--- config.mk ---
export PLATFORM = sky130hd
export DESIGN_NAME = dma_addr_gen
export DESIGN_NICKNAME = d
export VERILOG_FILES = /design/src/rtl/dma_ag_pkg.sv /design/src/rtl/dma_addr_ctr.sv /design/src/rtl/dma_cnt_ctr.sv /design/src/rtl/dma_addr_gen.sv
export SDC_FILE = /design/constraint.sdc
export NUM_CORES = 1
export LEC_CHECK = 0
export BUFFER_PORTS_ARGS = -buffer_cell sky130_fd_sc_hd__clkbuf_2
export CAP_MARGIN = 25
export CELL_PAD_IN_SITES_DETAIL_PLACEMENT = 0
export CELL_PAD_IN_SITES_GLOBAL_PLACEMENT = 1
export CORE_MARGIN = 5
export CORE_UTILIZATION = 42
export CTS_CLUSTER_SIZE = 16
export DETAILED_ROUTE_END_ITERATION = 8
export GPL_ROUTABILITY_DRIVEN = 0
export PLACE_DENSITY = 0.95
export SYNTH_ARGS = -nofsm -noshare
export SYNTH_HDL_FRONTEND = slang
export SYNTH_SLANG_ARGS = --single-unit
--- constraint.sdc ---
create_clock -name clk -period 4.6 [get_ports clk]
set_input_delay 0 -clock clk [delete_from_list [all_inputs] [get_ports clk]]
set_output_delay 0 -clock clk [all_outputs]
set_load 0.02 [all_outputs]
--- src/rtl/dma_ag_pkg.sv ---
package dma_ag_pkg;
  parameter int unsigned CTR_W = 16;
  parameter int unsigned PG_W  = 8;
  localparam int unsigned BUS_W = CTR_W + 2*PG_W;
  localparam int unsigned REM_W = CTR_W + 1;

  typedef enum logic {XFER_BYTE = 1'b0, XFER_WORD = 1'b1} xfer_mode_e;

  // Bus address from counter and page registers.
  function automatic logic [BUS_W-1:0] compose_bus(
    input xfer_mode_e mode, input logic [CTR_W-1:0] a,
    input logic [PG_W-1:0] lo, input logic [PG_W-1:0] hi);
    if (mode == XFER_WORD) return {hi, lo[PG_W-1:1], a, 1'b0};
    return {hi, lo, a};
  endfunction

  // Combined page {hi,lo} after one carry from the address counter.
  function automatic logic [2*PG_W-1:0] bump_page(
    input xfer_mode_e mode, input logic [PG_W-1:0] lo, input logic [PG_W-1:0] hi);
    logic [2*PG_W-2:0] wpg;
    if (mode == XFER_WORD) begin
      wpg = {hi, lo[PG_W-1:1]} + (2*PG_W-1)'(1);
      return {wpg, lo[0]};
    end
    return {hi, lo} + (2*PG_W)'(1);
  endfunction

  // Remaining bytes from a count register holding transfers-minus-one.
  function automatic logic [REM_W-1:0] remain_of(
    input xfer_mode_e mode, input logic [CTR_W-1:0] cnt);
    logic [CTR_W-1:0] n;
    n = cnt + CTR_W'(1);
    if (mode == XFER_WORD) return {n, 1'b0};
    return {1'b0, n};
  endfunction
endpackage

--- src/rtl/dma_addr_ctr.sv ---
module dma_addr_ctr
  import dma_ag_pkg::*;
#(
  parameter xfer_mode_e MODE = XFER_BYTE
) (
  input  logic             clk,
  input  logic             rst_n,
  input  logic             addr_ld,
  input  logic [CTR_W-1:0] addr_in,
  input  logic             pglo_ld,
  input  logic [PG_W-1:0]  pglo_in,
  input  logic             pghi_ld,
  input  logic [PG_W-1:0]  pghi_in,
  input  logic             step,
  input  logic             reload,
  output logic [CTR_W-1:0] cur_addr,
  output logic [PG_W-1:0]  page_lo,
  output logic [PG_W-1:0]  page_hi,
  output logic             ext_en,
  output logic             carry_evt,
  output logic             page_inc
);
  logic [CTR_W-1:0]  base_addr;
  logic [2*PG_W-1:0] next_page;

  assign carry_evt = step && (cur_addr == {CTR_W{1'b1}});
  assign page_inc  = carry_evt && ext_en && !reload;
  assign next_page = bump_page(MODE, page_lo, page_hi);

  always_ff @(posedge clk) begin
    if (!rst_n) begin
      base_addr <= '0;
      cur_addr  <= '0;
    end else if (addr_ld) begin
      base_addr <= addr_in;
      cur_addr  <= addr_in;
    end else if (step) begin
      cur_addr  <= reload ? base_addr : cur_addr + CTR_W'(1);
    end
  end

  always_ff @(posedge clk) begin
    if (!rst_n) begin
      page_lo <= '0;
      page_hi <= '0;
      ext_en  <= 1'b0;
    end else begin
      if (page_inc) begin
        page_hi <= next_page[2*PG_W-1:PG_W];
        page_lo <= next_page[PG_W-1:0];
      end
      if (pglo_ld) page_lo <= pglo_in;
      if (pghi_ld) page_hi <= pghi_in;
      if (pghi_ld)      ext_en <= 1'b1;
      else if (pglo_ld) ext_en <= 1'b0;
    end
  end

  // no page movement on a carry outside extended mode
  a_r3_wrap_in_page: assert property (@(posedge clk) disable iff (!rst_n)
    (carry_evt && !ext_en && !pglo_ld && !pghi_ld) |=>
      ($stable(page_lo) && $stable(page_hi) && cur_addr == '0));

  // carry in extended mode advances the combined page
  a_r4_page_carry: assert property (@(posedge clk) disable iff (!rst_n)
    page_inc |=> ({page_hi, page_lo} == $past(next_page)));

  // mode flag follows page writes
  a_r5_hi_sets_ext: assert property (@(posedge clk) disable iff (!rst_n)
    pghi_ld |=> ext_en);
  a_r5_lo_clears_ext: assert property (@(posedge clk) disable iff (!rst_n)
    (pglo_ld && !pghi_ld) |=> !ext_en);

  // reload at terminal count keeps the page
  a_r10_reload_keeps_page: assert property (@(posedge clk) disable iff (!rst_n)
    (step && reload) |=> ($stable(page_lo) && $stable(page_hi)));
endmodule

--- src/rtl/dma_cnt_ctr.sv ---
module dma_cnt_ctr
  import dma_ag_pkg::*;
(
  input  logic             clk,
  input  logic             rst_n,
  input  logic             cnt_ld,
  input  logic [CTR_W-1:0] cnt_in,
  input  logic             step,
  input  logic             auto_init,
  output logic [CTR_W-1:0] cur_cnt,
  output logic             term_cnt,
  output logic             done,
  output logic             underflow_evt,
  output logic             reload
);
  logic [CTR_W-1:0] base_cnt;

  assign underflow_evt = step && (cur_cnt == '0);
  assign reload        = underflow_evt && auto_init;

  always_ff @(posedge clk) begin
    if (!rst_n) begin
      base_cnt <= '0;
      cur_cnt  <= '0;
      done     <= 1'b0;
      term_cnt <= 1'b0;
    end else begin
      term_cnt <= underflow_evt;
      if (cnt_ld) begin
        base_cnt <= cnt_in;
        cur_cnt  <= cnt_in;
        done     <= 1'b0;
      end else if (underflow_evt) begin
        cur_cnt  <= auto_init ? base_cnt : {CTR_W{1'b1}};
        done     <= !auto_init;
      end else if (step) begin
        cur_cnt  <= cur_cnt - CTR_W'(1);
      end
    end
  end

  // terminal count pulse only after an underflowing step
  a_r6_tc_source: assert property (@(posedge clk) disable iff (!rst_n)
    $rose(term_cnt) |-> $past(underflow_evt));
  a_r6_decrement: assert property (@(posedge clk) disable iff (!rst_n)
    (step && !underflow_evt) |=> (cur_cnt == $past(cur_cnt) - CTR_W'(1)));

  // a stopped channel shows all-ones residual
  a_r7_done_residual: assert property (@(posedge clk) disable iff (!rst_n)
    done |-> (cur_cnt == {CTR_W{1'b1}}));

  // auto-initialise never stops the channel
  a_r9_autoinit_runs: assert property (@(posedge clk) disable iff (!rst_n)
    reload |=> !done);
endmodule

--- src/rtl/dma_addr_gen.sv ---
module dma_addr_gen
  import dma_ag_pkg::*;
#(
  parameter xfer_mode_e MODE = XFER_BYTE
) (
  input  logic             clk,
  input  logic             rst_n,
  input  logic             addr_ld,
  input  logic [CTR_W-1:0] addr_in,
  input  logic             cnt_ld,
  input  logic [CTR_W-1:0] cnt_in,
  input  logic             pglo_ld,
  input  logic [PG_W-1:0]  pglo_in,
  input  logic             pghi_ld,
  input  logic [PG_W-1:0]  pghi_in,
  input  logic             auto_init,
  input  logic             advance,
  output logic [BUS_W-1:0] bus_addr,
  output logic             term_cnt,
  output logic             done,
  output logic [CTR_W-1:0] residual,
  output logic [REM_W-1:0] remain_bytes
);
  logic             any_ld;
  logic             step;
  logic             reload;
  logic             underflow_evt;
  logic             carry_evt;
  logic             page_inc;
  logic             ext_en;
  logic [CTR_W-1:0] cur_addr;
  logic [PG_W-1:0]  page_lo;
  logic [PG_W-1:0]  page_hi;

  assign any_ld = addr_ld || cnt_ld || pglo_ld || pghi_ld;
  assign step   = advance && !done && !any_ld;

  dma_cnt_ctr i_cnt (
    .clk           (clk),
    .rst_n         (rst_n),
    .cnt_ld        (cnt_ld),
    .cnt_in        (cnt_in),
    .step          (step),
    .auto_init     (auto_init),
    .cur_cnt       (residual),
    .term_cnt      (term_cnt),
    .done          (done),
    .underflow_evt (underflow_evt),
    .reload        (reload)
  );

  dma_addr_ctr #(.MODE(MODE)) i_addr (
    .clk       (clk),
    .rst_n     (rst_n),
    .addr_ld   (addr_ld),
    .addr_in   (addr_in),
    .pglo_ld   (pglo_ld),
    .pglo_in   (pglo_in),
    .pghi_ld   (pghi_ld),
    .pghi_in   (pghi_in),
    .step      (step),
    .reload    (reload),
    .cur_addr  (cur_addr),
    .page_lo   (page_lo),
    .page_hi   (page_hi),
    .ext_en    (ext_en),
    .carry_evt (carry_evt),
    .page_inc  (page_inc)
  );

  assign bus_addr     = compose_bus(MODE, cur_addr, page_lo, page_hi);
  assign remain_bytes = remain_of(MODE, residual);

  // a stopped channel does not move
  a_r8_done_freeze: assert property (@(posedge clk) disable iff (!rst_n)
    (done && !any_ld) |=> ($stable(bus_addr) && $stable(residual)));

  // a load cycle never advances the count
  a_r12_load_blocks_step: assert property (@(posedge clk) disable iff (!rst_n)
    (advance && any_ld && !cnt_ld) |=> $stable(residual));

  // carry and reload together leave the page untouched
  a_r10_no_bump_on_reload: assert property (@(posedge clk) disable iff (!rst_n)
    (carry_evt && underflow_evt && auto_init) |-> !page_inc);

  // word mode bus address is always even
  generate
    if (MODE == XFER_WORD) begin : g_word_chk
      a_r2_word_even: assert property (@(posedge clk) disable iff (!rst_n)
        !bus_addr[0]);
    end
  endgenerate
endmodule

==> flow_summary.html, run 1 <==
<table>
<tr><th>Metric</th><th>Value</th></tr>
<tr><th colspan="2">Hold path</th></tr>
<tr><td>Hold Path Stages</td><td>3</td></tr>
<tr><td>HP Start</td><td>pglo_in[4]</td></tr>
<tr><td>HP Class</td><td>in -&gt; reg</td></tr>
<tr><th colspan="2">Detailed routing</th></tr>
<tr><td>DRC violations left</td><td>0</td></tr>
<tr><td>Drt first pass iters</td><td>5</td></tr>
<tr><td>Antenna-violating nets left</td><td>0</td></tr>
<tr><td>Routed wirelength normalized by instance count</td><td>17.39 µm</td></tr>
<tr><td>Number of DRC markers after the initial detailed-route iteration</td><td>375</td></tr>
<tr><td>Detailed-route wire length</td><td>15180 µm</td></tr>
<tr><td>Via density per instance</td><td>5.863</td></tr>
<tr><td>Overall via count from detail_route</td><td>5118</td></tr>
<tr><th colspan="2">Floorplan</th></tr>
<tr><td>Die Footprint</td><td>0.01388 mm²</td></tr>
<tr><td>I/O Pins</td><td>123</td></tr>
<tr><td>Initial standard-cell utilization of the core</td><td>42.75%</td></tr>
<tr><td>Overall die height</td><td>117.8 µm</td></tr>
<tr><td>Core box area</td><td>0.01142 mm²</td></tr>
<tr><td>Std-Cell Rows</td><td>39</td></tr>
<tr><td>Die width</td><td>117.8 µm</td></tr>
<tr><th colspan="2">Yosys</th></tr>
<tr><td>Cells taking the most area after synthesis</td><td>dfxtp_1 34%, mux2i_1 8.6%, nor2_1 4.7%</td></tr>
<tr><td>Combinational family with the most area after synthesis</td><td>simple AND/OR/NAND/NOR gates</td></tr>
<tr><td>FFs w/ async S/R, synth</td><td>0%</td></tr>
<tr><td>Count of flip-flops with a built-in enable after synthesis</td><td>0</td></tr>
<tr><td>Average cell area after synthesis</td><td>8.273 µm²</td></tr>
<tr><td>Part of the Yosys area used for sequential elements</td><td>34.04%</td></tr>
<tr><td>Area share of and/or/nand/nor cells after synthesis</td><td>22.48%</td></tr>
<tr><td>Fraction of the mapped netlist area in compound gates</td><td>21.33%</td></tr>
<tr><td>Register bit total from synthesis</td><td>83</td></tr>
<tr><td>YS warnings</td><td>0</td></tr>
<tr><td>Mapped Cells</td><td>590</td></tr>
<tr><td>Biggest area consumer among synthesized cells</td><td>dfxtp_1</td></tr>
<tr><td>Ranking of synthesized cells by instance count</td><td>83 x dfxtp_1, 61 x nor2_1, 43 x nand2_1, 42 x mux2i_1, 33 x clkbuf_1</td></tr>
<tr><td>Netlist cell types</td><td>69</td></tr>
<tr><td>Synthesized cell area</td><td>0.004881 mm²</td></tr>
<tr><td>Share of synthesized area spent on multiplexers</td><td>9.305%</td></tr>
<tr><td>Mapped Nets</td><td>651</td></tr>
<tr><td>Cell with the most instances after synthesis</td><td>dfxtp_1</td></tr>
<tr><td>XOR/XNOR share of the synthesized area</td><td>5.563%</td></tr>
<tr><td>Share of the synthesized area in the top cell type</td><td>34.04%</td></tr>
<tr><td>Predominant post-synthesis flop cell</td><td>dfxtp_1</td></tr>
<tr><td>Adder-cell share of the synthesized area</td><td>1.282%</td></tr>
<tr><th colspan="2">Status</th></tr>
<tr><td>Status</td><td>finished, final reports clean</td></tr>
<tr><th colspan="2">Clock network</th></tr>
<tr><td>Number of buffers added by the clock tree synthesis step</td><td>9</td></tr>
<tr><td>Largest buffer count on any clock path</td><td>2</td></tr>
<tr><td>Clock root buffer</td><td>clkbuf_16</td></tr>
<tr><td>Clock slew at reported path FFs</td><td>0.06 ns</td></tr>
<tr><td>TritonCTS clock tree</td><td>built</td></tr>
<tr><td>Number of instances resized during post-cts repair</td><td>0</td></tr>
<tr><td>H-tree level count</td><td>3</td></tr>
<tr><td>Number of buffers added for setup after CTS</td><td>0</td></tr>
<tr><td>Clock latency on the worst-skew pair</td><td>0.34 ns</td></tr>
<tr><td>Clock sink count</td><td>83</td></tr>
<tr><th colspan="2">Power and ir drop</th></tr>
<tr><td>Power per standard cell area</td><td>308.6 mW/mm²</td></tr>
<tr><td>Sequential power share</td><td>42.4%</td></tr>
<tr><td>Worst IR Drop VDD</td><td>0.1465 mV</td></tr>
<tr><td>Net Sw Frac</td><td>28.19%</td></tr>
<tr><td>Part of the total power dissipated in combinational logic</td><td>18.8%</td></tr>
<tr><td>Power dissipated by switching net loads</td><td>0.0005432 W</td></tr>
<tr><td>Leak pwr</td><td>2.598 nW</td></tr>
<tr><td>Clk pwr share</td><td>38.8%</td></tr>
<tr><td>Internal power contribution</td><td>0.001383 W</td></tr>
<tr><th colspan="2">Timing</th></tr>
<tr><td>Setup repair after global routing missed its margin</td><td>false</td></tr>
<tr><td>Number of endpoints with negative hold slack in the final report</td><td>0</td></tr>
<tr><td>FMAX</td><td>0.3598 GHz</td></tr>
<tr><td>Setup clock skew after layout</td><td>0.005350 ns</td></tr>
<tr><td>Post-layout minimum cycle time</td><td>2.779 ns</td></tr>
<tr><td>Slew at the pin closest to its max-slew limit</td><td>0.8820 ns</td></tr>
<tr><td>Share of the clock period used by the worst path after layout</td><td>60.41%</td></tr>
<tr><td>Headroom to the max-slew limit</td><td>41.20%</td></tr>
<tr><td>Smallest hold slack</td><td>0.01490 ns</td></tr>
<tr><td>Final-layout setup total negative slack</td><td>0 ns</td></tr>
<tr><td>Final Max Tran Viols</td><td>0</td></tr>
<tr><td>Number of failing setup endpoints in the final timing report</td><td>0</td></tr>
<tr><th colspan="2">Worst setup path</th></tr>
<tr><td>Critical Setup Path Class</td><td>reg -&gt; reg</td></tr>
<tr><td>Required @ worst endpoint</td><td>4.86 ns</td></tr>
<tr><td>Endpoint arrival time on the critical path</td><td>3.03 ns</td></tr>
<tr><td>Worst Reg2Reg Path Length in Cells</td><td>7</td></tr>
<tr><td>Max Fanout on Critical Path</td><td>16</td></tr>
<tr><td>Crit path max-delay cell type</td><td>or4_1</td></tr>
<tr><td>Maximum cell stage delay along the critical path</td><td>0.70 ns</td></tr>
<tr><td>Crit path from</td><td>i_addr.cur_addr[0]$_SDFFE_PN0P_</td></tr>
<tr><td>Category of the worst setup path launch point</td><td>flip-flop</td></tr>
<tr><td>Cells along the critical path</td><td>ha_1, nand3_1, or4_1, a2111oi_4, buf_6, mux2_2, o22ai_1</td></tr>
<tr><td>Launch point of the worst reg-to-reg path</td><td>i_addr.cur_addr[0]$_SDFFE_PN0P_</td></tr>
<tr><td>Nature of the critical path endpoint</td><td>flip-flop</td></tr>
<tr><th colspan="2">Global routing</th></tr>
<tr><td>Number of global-route vias before repair</td><td>5197</td></tr>
<tr><td>First-pass GRT wire length</td><td>25170 µm</td></tr>
<tr><td>Global-route total usage across every layer</td><td>21.39%</td></tr>
<tr><td>Largest net degree at the start of global routing</td><td>63</td></tr>
<tr><td>Number of antenna violations at the first check in global routing</td><td>0</td></tr>
<tr><td>Total grt overflow</td><td>0</td></tr>
<tr><th colspan="2">Placement</th></tr>
<tr><td>Count of port buffers added during placement</td><td>121</td></tr>
<tr><td>HPWL after DPL</td><td>10500 µm</td></tr>
<tr><th colspan="2">Job</th></tr>
<tr><td>Count of maximum capacitance violations</td><td>0</td></tr>
<tr><th colspan="2">Final layout</th></tr>
<tr><td>Area grow syn2layout</td><td>27.92%</td></tr>
<tr><td>Fin util</td><td>54.68%</td></tr>
<tr><td>Fill cells</td><td>1039</td></tr>
<tr><td>Diodes inserted</td><td>0</td></tr>
<tr><td>Fraction of layout cells with a size suffix above 1</td><td>21.37%</td></tr>
<tr><td>Fin nets</td><td>788</td></tr>
</table>
[worst max-delay path, delay by kind of cell, from the launching register on]
family / cells / cell delay (ns)
buffers and inverters: 1 / 0.23
and+or+nand+nor: 2 / 1.01
DFF: 1 / 0.42
AOI/OAI and AO/OA: 2 / 0.44
muxes: 1 / 0.35
adders and majority gates: 1 / 0.24
[flip-flops by register name, summed over array words and instances (netlist names)]
name and count:
i_addr.base_addr 16, i_addr.cur_addr 16, i_addr.ext_en 1, i_addr.page_hi 8
i_addr.page_lo 8, i_cnt.base_cnt 16, i_cnt.cur_cnt 16, i_cnt.done 1
i_cnt.term_cnt 1
[routing by layer]
metal / GRT usage, % / part of all wire (%)
met2: 34.65 / 49
met5: 0 / 0
met4: 9.176 / 1.9
met1: 27.63 / 43
met3: 4.229 / 6.5
[through the flow]
stage	std cells	setup WS, ns	cell area, µm²	total power [W]
4_1_cts	872	1.421	6232	0.001933
5_1_grt	873	1.662	6243	0.002001
2_1_floorplan	590	1.927	4881	0.001052
6_report	873	1.821	6243	0.001927
3_3_place_gp	815	1.559	5504	0.001152
3_5_place_dp	815	1.439	5504	0.001162
[kinds of logic (layout without fill, tap and decap cells)]
family | after synthesis | in the layout
buffers and inverters | 65 | 205
other | 1 | 1
AND/OR/NAND/NOR | 216 | 216
flip-flops | 83 | 83
XOR/XNOR | 31 | 31
adder cells (fa/ha/maj) | 5 | 5
multiplexers | 45 | 45
AO/OA/AOI/OAI | 144 | 144
[power by group through the flow]
stage	registers, W	clock network, W	logic (W)
after CTS	0.000816	0.000755	0.000362
after floorplan	0.000837	0	0.000214
final	0.000817	0.000747	0.000362
after global routing	0.000824	0.000781	0.000396
after detailed placement	0.000831	0	0.000331
after global placement	0.000828	0	0.000324
[final cells by class]
class,instances,area (µm²),share of cell area (%)
clock inverter,3,65.06,1.042
timing repair buffer,173,1107,17.74
tap,143,178.9,2.866
sequential,83,1662,26.61
multi-input combinational,442,2930,46.93
inverter,18,67.56,1.082
clock buffer,11,232.7,3.727
[repair_timing]
item,CTS,global route
setup endpoints to repair,0,0
hold buffers,43,0
hold endpoints to repair,53,0
[worst paths after layout]
check | to | slack, ns
setup / recovery | i_addr.page_lo[6]$_SDFFE_PN0P_ | 1.82
hold / removal | i_addr.page_lo[4]$_SDFFE_PN0P_ | 0.01
setup reg to reg | i_addr.page_lo[6]$_SDFFE_PN0P_ | 1.82
hold reg to reg | i_cnt.base_cnt[9]$_SDFFE_PN0P_ | 0.47
[cells in the final DEF (no fill, tap or decap), types with 7 or more instances in the layout]
cell type / netlist / routed
a21oi_1: 25 / 25
a22oi_1: 20 / 20
a31oi_1: 10 / 10
and3_1: 7 / 7
buf_4: 1 / 8
clkbuf_16: 0 / 9
clkbuf_2: 0 / 121
dfxtp_1: 83 / 83
dlygate4sd3_1: 0 / 43
inv_1: 16 / 16
mux2i_1: 42 / 42
nand2_1: 43 / 43
nand3_1: 28 / 28
nand4_1: 8 / 8
nor2_1: 61 / 61
nor3_1: 20 / 20
nor4_1: 11 / 11
o211ai_1: 12 / 12
o21ai_0: 16 / 16
o22ai_1: 9 / 9
o31ai_1: 10 / 10
or3_1: 13 / 13
xnor2_1: 20 / 20
xor2_1: 11 / 11
Power figures use the tool's default switching activity.
==> run 2, diff against run 1 <==
- ABC_AREA: unset -> 1
- CORE_UTILIZATION: 42 -> 34
- PLACE_DENSITY: 0.95 -> 0.9
- clock period: 4.6 -> 2.2 ns (I/O delays scaled with it)
==> run 2 against run 1 <==
Combinational power increased by 140%. Sequential power increased by 110%. Count of clock-buffer cells in the layout decreased by 2. Area after synthesis grew 6.5%.
==> flow_summary.html, run 2 <==
<table>
<tr><th>Metric</th><th>Value</th></tr>
<tr><th colspan="2">Status</th></tr>
<tr><td>Status</td><td>finished, final reports clean</td></tr>
<tr><th colspan="2">Detailed routing</th></tr>
<tr><td>Via density per instance</td><td>4.834</td></tr>
<tr><td>Antenna-violating nets left</td><td>0</td></tr>
<tr><td>Drt first pass iters</td><td>5</td></tr>
<tr><td>DRC violations left</td><td>0</td></tr>
<tr><td>Overall via count from detail_route</td><td>5733</td></tr>
<tr><td>Number of DRC markers after the initial detailed-route iteration</td><td>304</td></tr>
<tr><td>Routed wirelength normalized by instance count</td><td>13.68 µm</td></tr>
<tr><td>Detailed-route wire length</td><td>16220 µm</td></tr>
<tr><th colspan="2">Placement</th></tr>
<tr><td>Worst setup slack before clock tree synthesis</td><td>0.2771 ns</td></tr>
<tr><td>HPWL after DPL</td><td>11860 µm</td></tr>
<tr><td>Post-detailed-placement cell area</td><td>0.005979 mm²</td></tr>
<tr><td>Count of port buffers added during placement</td><td>121</td></tr>
<tr><th colspan="2">Timing</th></tr>
<tr><td>FMAX</td><td>0.4921 GHz</td></tr>
<tr><td>Final Max Tran Viols</td><td>0</td></tr>
<tr><td>Worst Slack Setup Final</td><td>0.1680 ns</td></tr>
<tr><td>Final-layout setup total negative slack</td><td>0 ns</td></tr>
<tr><td>Number of endpoints with negative hold slack in the final report</td><td>0</td></tr>
<tr><td>Setup clock skew after layout</td><td>0.01001 ns</td></tr>
<tr><td>Share of the clock period used by the worst path after layout</td><td>92.36%</td></tr>
<tr><td>Number of failing setup endpoints in the final timing report</td><td>0</td></tr>
<tr><td>Headroom to the max-slew limit</td><td>63.12%</td></tr>
<tr><td>Slew at the pin closest to its max-slew limit</td><td>0.5519 ns</td></tr>
<tr><td>Setup repair after global routing missed its margin</td><td>false</td></tr>
<tr><td>Post-layout minimum cycle time</td><td>2.032 ns</td></tr>
<tr><th colspan="2">Worst setup path</th></tr>
<tr><td>Cells along the critical path</td><td>ha_2, nand2_2, nor3_4, nand2_2, nor3_2, nand3_1, xor2_1, buf_4</td></tr>
<tr><td>Category of the worst setup path launch point</td><td>flip-flop</td></tr>
<tr><td>Worst Reg2Reg Path Length in Cells</td><td>10</td></tr>
<tr><td>Required @ worst endpoint</td><td>2.20 ns</td></tr>
<tr><td>Endpoint arrival time on the critical path</td><td>2.03 ns</td></tr>
<tr><td>Top cell by count, worst path</td><td>nand2_2</td></tr>
<tr><td>Maximum cell stage delay along the critical path</td><td>0.36 ns</td></tr>
<tr><td>Max Fanout on Critical Path</td><td>5</td></tr>
<tr><td>Crit path max-delay cell type</td><td>dfxtp_2</td></tr>
<tr><td>Critical Setup Path Class</td><td>reg -&gt; out</td></tr>
<tr><td>Nature of the critical path endpoint</td><td>primary output</td></tr>
<tr><th colspan="2">Global routing</th></tr>
<tr><td>Total grt overflow</td><td>0</td></tr>
<tr><td>Number of antenna violations at the first check in global routing</td><td>0</td></tr>
<tr><td>Number of global-route vias before repair</td><td>5362</td></tr>
<tr><td>Largest net degree at the start of global routing</td><td>55</td></tr>
<tr><td>First-pass GRT wire length</td><td>26450 µm</td></tr>
<tr><td>Global-route total usage across every layer</td><td>17.97%</td></tr>
<tr><th colspan="2">Power and ir drop</th></tr>
<tr><td>Power dissipated by switching net loads</td><td>0.001293 W</td></tr>
<tr><td>Leak pwr</td><td>3.181 nW</td></tr>
<tr><td>Power per standard cell area</td><td>637.1 mW/mm²</td></tr>
<tr><td>Final Power</td><td>0.004340 W</td></tr>
<tr><td>Net Sw Frac</td><td>29.79%</td></tr>
<tr><td>Internal power contribution</td><td>0.003048 W</td></tr>
<tr><td>Clk pwr share</td><td>40.9%</td></tr>
<tr><td>Part of the total power dissipated in combinational logic</td><td>19.8%</td></tr>
<tr><td>Sequential power share</td><td>39.3%</td></tr>
<tr><td>Worst IR Drop VDD</td><td>0.4099 mV</td></tr>
<tr><th colspan="2">Floorplan</th></tr>
<tr><td>I/O Pins</td><td>123</td></tr>
<tr><td>Die width</td><td>133.7 µm</td></tr>
<tr><td>Die Footprint</td><td>0.01787 mm²</td></tr>
<tr><td>Core box area</td><td>0.01509 mm²</td></tr>
<tr><td>Overall die height</td><td>133.7 µm</td></tr>
<tr><td>Std-Cell Rows</td><td>45</td></tr>
<tr><td>Initial standard-cell utilization of the core</td><td>34.46%</td></tr>
<tr><th colspan="2">Yosys</th></tr>
<tr><td>Synthesized cell area</td><td>0.005200 mm²</td></tr>
<tr><td>Predominant post-synthesis flop cell</td><td>dfxtp_1</td></tr>
<tr><td>Part of the Yosys area used for sequential elements</td><td>31.95%</td></tr>
<tr><td>Ranking of synthesized cells by instance count</td><td>238 x nand2_1, 104 x inv_1, 86 x nand3_1, 83 x dfxtp_1, 74 x a21oi_1</td></tr>
<tr><td>Mapped Nets</td><td>894</td></tr>
<tr><td>FFs w/ async S/R, synth</td><td>0%</td></tr>
<tr><td>Biggest area consumer among synthesized cells</td><td>dfxtp_1</td></tr>
<tr><td>Average cell area after synthesis</td><td>6.242 µm²</td></tr>
<tr><td>Share of the synthesized area in the top cell type</td><td>31.95%</td></tr>
<tr><td>YS warnings</td><td>0</td></tr>
<tr><td>Register bit total from synthesis</td><td>83</td></tr>
<tr><td>Cell with the most instances after synthesis</td><td>nand2_1</td></tr>
<tr><td>Cells taking the most area after synthesis</td><td>dfxtp_1 32%, nand2_1 17%, nand3_1 8.3%</td></tr>
<tr><td>Mapped Cells</td><td>833</td></tr>
<tr><td>Count of flip-flops with a built-in enable after synthesis</td><td>0</td></tr>
<tr><td>Netlist cell types</td><td>30</td></tr>
<tr><th colspan="2">Clock network</th></tr>
<tr><td>H-tree level count</td><td>3</td></tr>
<tr><td>Clock sink count</td><td>83</td></tr>
<tr><td>Clock slew at reported path FFs</td><td>0.06 ns</td></tr>
<tr><td>Clock root buffer</td><td>clkbuf_16</td></tr>
<tr><td>TritonCTS clock tree</td><td>built</td></tr>
<tr><td>Largest buffer count on any clock path</td><td>2</td></tr>
<tr><td>Clock latency on the worst-skew pair</td><td>0.35 ns</td></tr>
<tr><td>Number of buffers added by the clock tree synthesis step</td><td>9</td></tr>
<tr><th colspan="2">Job</th></tr>
<tr><td>Count of maximum capacitance violations</td><td>0</td></tr>
<tr><th colspan="2">Final layout</th></tr>
<tr><td>Most common cell after layout, fill and taps aside</td><td>nand2_1</td></tr>
<tr><td>Top library cells by usage in the layout, fill and taps aside</td><td>236 x nand2_1, 120 x clkbuf_2, 104 x inv_1</td></tr>
<tr><td>Area grow syn2layout</td><td>31.02%</td></tr>
<tr><td>Fin nets</td><td>1054</td></tr>
<tr><td>Fraction of layout cells with a size suffix above 1</td><td>18.84%</td></tr>
<tr><td>Diodes inserted</td><td>0</td></tr>
<tr><td>Total non-filler cell area in the finished layout</td><td>0.006813 mm²</td></tr>
<tr><th colspan="2">Hold path</th></tr>
<tr><td>HP Class</td><td>in -&gt; reg</td></tr>
<tr><td>Hold Path Stages</td><td>5</td></tr>
</table>
-- run 2: per-layer routing --
layer  vias up  track usage (%)  wire [µm]
met4         0            4.000        150
met2       149            29.29       7504
li1       2983                -          -
met5         -                0          0
met3        12            4.985       1059
met1      2589            23.79       7504
-- run 2: final cells by class --
| type | count | area [µm²] |
|---|---|---|
| fill | 1599 | 8277 |
| multi-input combinational | 609 | 2968 |
| sequential | 83 | 1668 |
| timing repair buffer | 182 | 1186 |
| inverter | 108 | 405.4 |
| tap | 188 | 235.2 |
| clock buffer | 9 | 225.2 |
| clock inverter | 7 | 125.1 |
-- run 2: repair_timing --
item	CTS	global route
buffers inserted	0	3
gates resized for setup	1	12
hold buffers	43	0
hold endpoints to repair	52	0
pin swaps	0	3
setup endpoints to repair	1	4
-- run 2: final timing paths --
path | from | slack [ns] | end
setup / recovery | i_cnt.cur_cnt[1]$_SDFFE_PN0P_ | 0.17 | remain_bytes[14]
setup reg to reg | i_cnt.cur_cnt[0]$_SDFFE_PN0P_ | 0.28 | i_addr.cur_addr[15]$_SDFFE_PN0P_
hold / removal | pglo_in[5] | 0.02 | i_addr.page_lo[5]$_SDFFE_PN0P_
hold reg to reg | i_cnt.base_cnt[3]$_SDFFE_PN0P_ | 0.46 | i_cnt.base_cnt[3]$_SDFFE_PN0P_
-- run 2: cell families (layout without fill, tap and decap cells) --
| logic type | Yosys count | in the layout | synth area share (%) |
|---|---|---|---|
| AO/OA/AOI/OAI | 147 | 147 | 14.68 |
| XOR/XNOR | 24 | 24 | 4.042 |
| adder cells (fa/ha/maj) | 5 | 5 | 1.203 |
| buffers and inverters | 141 | 306 | 11.38 |
| flip-flops | 83 | 83 | 31.95 |
| other | 1 | 1 | 0.07212 |
| AND/OR/NAND/NOR | 432 | 432 | 36.67 |
-- run 2: worst max-delay path, delay by kind of cell (launching register included) --
family                   cells  cell delay [ns]
adder cells (fa/ha/maj)      1             0.20
AND/OR/NAND/NOR              5             0.77
flip-flops                   1             0.36
buffers and inverters        1             0.16
XOR/XNOR                     1             0.19
-- run 2: per-stage QoR --
stage                     hold WS, ns  std cells  utilization (%)
after floorplan                0.1387        833                -
after global placement         0.2489       1124            39.63
after detailed placement       0.2584       1124            39.63
after CTS                    0.002164       1183            44.81
after global routing          0.02213       1186            45.15
final                         0.01733       1186            45.15
-- run 2: power groups by stage --
stage                     logic, W  clock network, W  registers, W
after detailed placement  0.000794                 0       0.00174
after global routing      0.000961           0.00188       0.00172
final                     0.000860           0.00178       0.00170
after global placement    0.000788                 0       0.00173
after floorplan           0.000488                 0       0.00177
after CTS                 0.000858           0.00181       0.00170
